<file path="src/rtl/irq_steer_pkg.sv">
package irq_steer_pkg;
  typedef enum logic [1:0] {
    MODE_FOLLOW = 2'b00,
    MODE_HOST   = 2'b01,
    MODE_CARD   = 2'b10,
    MODE_MASK   = 2'b11
  } route_mode_e;
endpackage

</file>
<file path="src/rtl/irq_dir_sync.sv">
module irq_dir_sync #(
  parameter int unsigned STAGES = 2
) (
  input  logic clk_i,
  input  logic rst_ni,
  input  logic async_ni,
  output logic sync_no
);
  logic [STAGES-1:0] stage_q;

  always_ff @(posedge clk_i or negedge rst_ni) begin
    if (!rst_ni) stage_q <= '1;
    else         stage_q <= {stage_q[STAGES-2:0], async_ni};
  end

  assign sync_no = stage_q[STAGES-1];
endmodule

</file>
<file path="src/rtl/irq_mode_reg.sv">
module irq_mode_reg
  import irq_steer_pkg::*;
(
  input  logic        clk_i,
  input  logic        rst_ni,
  input  logic        we_i,
  input  logic [1:0]  wdata_i,
  output route_mode_e mode_o
);
  always_ff @(posedge clk_i or negedge rst_ni) begin
    if (!rst_ni)   mode_o <= MODE_FOLLOW;
    else if (we_i) mode_o <= route_mode_e'(wdata_i);
  end

  a_r8_hold: assert property (@(posedge clk_i) disable iff (!rst_ni)
    !we_i |=> $stable(mode_o));
  a_r8_load: assert property (@(posedge clk_i) disable iff (!rst_ni)
    we_i |=> (mode_o == route_mode_e'($past(wdata_i))));
endmodule

</file>
<file path="src/rtl/irq_core_route.sv">
module irq_core_route
  import irq_steer_pkg::*;
(
  input  route_mode_e mode_i,
  input  logic        req_i,
  input  logic        card_sel_i,
  output logic        host_req_o,
  output logic        card_req_o
);
  always_comb begin
    host_req_o = 1'b0;
    card_req_o = 1'b0;
    unique case (mode_i)
      MODE_FOLLOW: begin
        host_req_o = req_i & ~card_sel_i;
        card_req_o = req_i &  card_sel_i;
      end
      MODE_HOST: host_req_o = req_i;
      MODE_CARD: card_req_o = req_i;
      MODE_MASK: ;
      default:   ;
    endcase
  end
endmodule

</file>
<file path="src/rtl/irq_steer.sv">
module irq_steer
  import irq_steer_pkg::*;
#(
  parameter int unsigned NUM_CORES   = 2,
  parameter int unsigned SYNC_STAGES = 2,
  localparam int unsigned MW         = 2 * NUM_CORES
) (
  input  logic                 clk_i,
  input  logic                 rst_ni,
  input  logic [NUM_CORES-1:0] irq_req_i,
  input  logic [NUM_CORES-1:0] mode_we_i,
  input  logic [MW-1:0]        mode_wdata_i,
  input  logic                 card_dir_ni,
  output logic [NUM_CORES-1:0] host_irq_no,
  output logic [NUM_CORES-1:0] card_irq_no
);
  logic                 dir_sync_n;
  logic                 card_sel;
  route_mode_e          mode_q [NUM_CORES];
  logic [NUM_CORES-1:0] host_req, card_req;

  irq_dir_sync #(.STAGES(SYNC_STAGES)) u_dir_sync (
    .clk_i    (clk_i),
    .rst_ni   (rst_ni),
    .async_ni (card_dir_ni),
    .sync_no  (dir_sync_n)
  );

  assign card_sel = ~dir_sync_n;

  for (genvar c = 0; c < NUM_CORES; c++) begin : g_core
    irq_mode_reg u_mode (
      .clk_i   (clk_i),
      .rst_ni  (rst_ni),
      .we_i    (mode_we_i[c]),
      .wdata_i (mode_wdata_i[2*c +: 2]),
      .mode_o  (mode_q[c])
    );

    irq_core_route u_route (
      .mode_i     (mode_q[c]),
      .req_i      (irq_req_i[c]),
      .card_sel_i (card_sel),
      .host_req_o (host_req[c]),
      .card_req_o (card_req[c])
    );

    always_ff @(posedge clk_i or negedge rst_ni) begin
      if (!rst_ni) begin
        host_irq_no[c] <= 1'b1;
        card_irq_no[c] <= 1'b1;
      end else begin
        host_irq_no[c] <= ~host_req[c];
        card_irq_no[c] <= ~card_req[c];
      end
    end

    // exclusive path per core
    a_r4_one_path: assert property (@(posedge clk_i) disable iff (!rst_ni)
      host_irq_no[c] | card_irq_no[c]);
    // diverted core stays hidden from the host
    a_r3_host_hidden: assert property (@(posedge clk_i) disable iff (!rst_ni)
      (card_sel && mode_q[c] == MODE_FOLLOW) |=> host_irq_no[c]);
    a_r7_masked: assert property (@(posedge clk_i) disable iff (!rst_ni)
      (mode_q[c] == MODE_MASK) |=> (host_irq_no[c] && card_irq_no[c]));
    a_r10_release: assert property (@(posedge clk_i) disable iff (!rst_ni)
      !irq_req_i[c] |=> (host_irq_no[c] && card_irq_no[c]));
    a_r5_forced_host: assert property (@(posedge clk_i) disable iff (!rst_ni)
      (mode_q[c] == MODE_HOST && irq_req_i[c]) |=> !host_irq_no[c]);
  end
endmodule

</file>
<file path="config.mk">
export PLATFORM = sky130hd
export DESIGN_NAME = irq_steer
export DESIGN_NICKNAME = d
export VERILOG_FILES = /design/src/rtl/irq_steer_pkg.sv /design/src/rtl/irq_dir_sync.sv /design/src/rtl/irq_mode_reg.sv /design/src/rtl/irq_core_route.sv /design/src/rtl/irq_steer.sv
export SDC_FILE = /design/constraint.sdc
export NUM_CORES = 1
export LEC_CHECK = 0
export BUFFER_PORTS_ARGS = -buffer_cell sky130_fd_sc_hd__buf_2
export CAP_MARGIN = 20
export CORE_AREA = 4 4 41 43
export CTS_BUF_LIST = sky130_fd_sc_hd__clkbuf_16
export CTS_CLUSTER_SIZE = 10
export DETAILED_ROUTE_END_ITERATION = 10
export DIE_AREA = 0 0 45 47
export MAX_ROUTING_LAYER = met4
export PLACE_DENSITY = 0.58
export SLEW_MARGIN = 20
export SYNTH_ARGS = -nofsm -noshare
export SYNTH_HDL_FRONTEND = slang
export SYNTH_SLANG_ARGS = --single-unit
</file>
<file path="constraint.sdc">
create_clock -name clk_i -period 1.2 [get_ports clk_i]
set_input_delay 0.12 -clock clk_i [delete_from_list [all_inputs] [get_ports clk_i]]
set_output_delay 0.12 -clock clk_i [all_outputs]
set_load 0.02 [all_outputs]
</file>
==> key figures <==
Worst setup path
  • CP Capture Type: output port
  • CP required: about 1.1 ns
  • Worst-path cell chain: buf_2
  • CP max-delay cell: dfstp_2
  • CP peak stage delay: roughly 0.5 ns
  • Critical Path Source Type: flop
  • Cell family with most CP delay: flip-flops
  • Crit path buf inv count: 1
  • Critical path type: flop to output port
  • Worst EP arrival: ~0.88 ns
  • Critical path peak fanout: 1

GRT
  • Initial antenna violation count: 0
  • Global-route wire length before repair: around 900 µm
  • GRT Residual Overflow: 0
  • Global-route usage over all layers: approximately 6.7%
  • Largest net degree at the start of global routing: 11
  • Vias in the first global route: roughly 220

Clock tree
  • Post-CTS Setup Bufs: 0
  • Clk sinks: 10
  • Root Buffer: clkbuf_16
  • TritonCTS clock tree: yes
  • Worst-skew pair later-pin latency: around 0.23 ns
  • CTS Buf Count: 3
  • H-tree Lvls: 1
  • Clock Path Buffers: 2
  • Clk slew on worst S/H paths: around 0.040 ns

Timing
  • Max_slew headroom: between 80% and 90%
  • Clock skew: around 0.00025 ns
  • Tcrit/Tclk final: ~84%
  • Setup TNS Final: 0 ns
  • RSZ-0062 raised after global routing: false
  • Max Freq: roughly 1000 MHz
  • Final hold vios: 0
  • Pin slew with the least headroom to its limit: roughly 0.22 ns
  • Final setup violation count: 0
  • Fin. max-slew vios: 0
  • Fin crit period: 1.00 ns

Die
  • Die height: 47 µm
  • Starting Density: a little over a quarter
  • Num ports: 15
  • # rows: 13
  • Core box area: between 1000 and 1500 µm²
  • Die area: between 2000 and 2500 µm²
  • Die width: 45 µm

Final layout
  • Area grow syn2layout: 53.8%
  • Most common cell after layout, fill and taps aside: buf_2
  • Antenna cells: 0
  • Final core occ: roughly 41%
  • Nets: 56
  • Layout cells sized above 1: between 50% and 60%
  • Most frequent cells in the layout: buf_2 (14), dfstp_2 (6), inv_1 (4), dfrtp_1 (4), clkbuf_16 (3)

Placement
  • Port Buffer Count: 14
  • GP Congestion: 0.701

Route
  • WL per Instance: 10.2 µm
  • DRC: 0
  • 1st-iter DRT viols: 2
  • Via density: approximately 4.1
  • Vias: approximately 240
  • Drt pass-1 iters: 2
  • Drt total wl: roughly 600 µm
  • Detail Route Antenna Nets: 0

Synthesis
  • Synthesized area per cell: roughly 15 µm²
  • Post-synthesis cell area: roughly 350 µm²
  • Yosys warning count: 0
  • Distinct cells, synth: 9
  • Cells after Synth: 24
  • Seq/Total Area, Yosys: around three quarters
  • Syn_nets: 35
  • Yosys reg bits: 10

Worst hold path
  • Min-Delay Path Class: input pin to flop

Power
  • Worst vdd ir: a little over 1000 µV
  • PwrDens: between 1500 and 2000 nW/µm²
  • P_leak: 0.255 nW

Run
  • Max-cap violations: 0

Run status
  • Outcome: completed
[per-layer routing]
layer / GRT usage, % / wire [µm] / up-vias / part of all wire [%]
met5: - / 0 / - / 0
met1: 7.55 / 274 / 117 / 46
met2: 8.76 / 287 / 5 / 48
met4: 3.51 / 0 / 0 / 0
met3: 4.60 / 38 / 0 / 6.3
li1: - / - / 120 / -
[synth_stat cells]
| cell type | instances | area (µm²) |
|---|---|---|
| a211o_1 | 2 | 17.5 |
| dfrtp_1 | 4 | 100 |
| dfstp_2 | 6 | 158 |
| inv_1 | 4 | 15.0 |
| mux2_1 | 1 | 11.3 |
| mux2_4 | 1 | 15.0 |
| nand2_1 | 2 | 7.51 |
| o211ai_1 | 2 | 15.0 |
| o21ai_0 | 2 | 10.0 |
[where the power goes]
group	total, mW	internal (mW)	switching (mW)
registers	0.385	0.375	0.0101
logic	0.0806	0.0387	0.0419
clock network	0.580	0.436	0.144
[final timing paths]
path | start | to | slack, ns | cells after the start
setup / recovery | card_irq_no[0]$_DFF_PN1_ | card_irq_no[0] | 0.20 | 1
hold / removal | irq_req_i[1] | host_irq_no[1]$_DFF_PN1_ | 0.07 | 2
setup reg to reg | g_core[0].u_mode.mode_o[0]$_DFFE_PN0P_ | g_core[0].u_mode.mode_o[0]$_DFFE_PN0P_ | 0.42 | 1
hold reg to reg | u_dir_sync.stage_q[0]$_DFF_PN1_ | u_dir_sync.stage_q[1]$_DFF_PN1_ | 0.35 | 0
max in group asynchronous | rst_ni | host_irq_no[1]$_DFF_PN1_ | 0.67 | 2
min in group asynchronous | rst_ni | g_core[0].u_mode.mode_o[0]$_DFFE_PN0P_ | 0.28 | 2
[logic make-up after synthesis]
logic type | Yosys count | share of synthesized area (%)
DFF | 10 | 73.8
and+or+nand+nor | 2 | 2.15
buffers and inverters | 4 | 4.30
AOI/OAI and AO/OA | 6 | 12.2
muxes | 2 | 7.53
[per-stage QoR]
| step | worst slack [ns] | std cells | hold slack, ns | power (mW) | area, µm² |
|---|---|---|---|---|---|
| floorplan | 0.447 | 24 | -0.176 | 0.428 | 349 |
| global placement | 0.427 | 53 | -0.0101 | 0.465 | 438 |
| detailed placement | 0.418 | 53 | -0.00897 | 0.467 | 438 |
| CTS | 0.188 | 59 | 0.0652 | 1.06 | 537 |
| global route | 0.169 | 59 | 0.0750 | 1.09 | 537 |
| finish | 0.196 | 59 | 0.0668 | 1.05 | 537 |
[final cells by class]
| class | instances | area [µm²] |
|---|---|---|
| clock buffers | 3 | 75.1 |
| clock inverters | 1 | 3.75 |
| fillers | 126 | 764 |
| inverters | 4 | 15.0 |
| multi-input cells | 10 | 76.3 |
| flip-flops and latches | 10 | 258 |
| well taps | 15 | 18.8 |
| repair buffers | 16 | 90.1 |
[registers in the layout, summed over array words and instances (netlist names)]
register	count
g_core.u_mode.mode_o	4
host_irq_no	2
u_dir_sync.stage_q	2
card_irq_no	2
[what timing repair did]
item | CTS | global route
hold endpoints to repair | 11 | 0
hold buffers | 2 | 0
resized for setup | 0 | 0
Power figures use the tool's default switching activity.
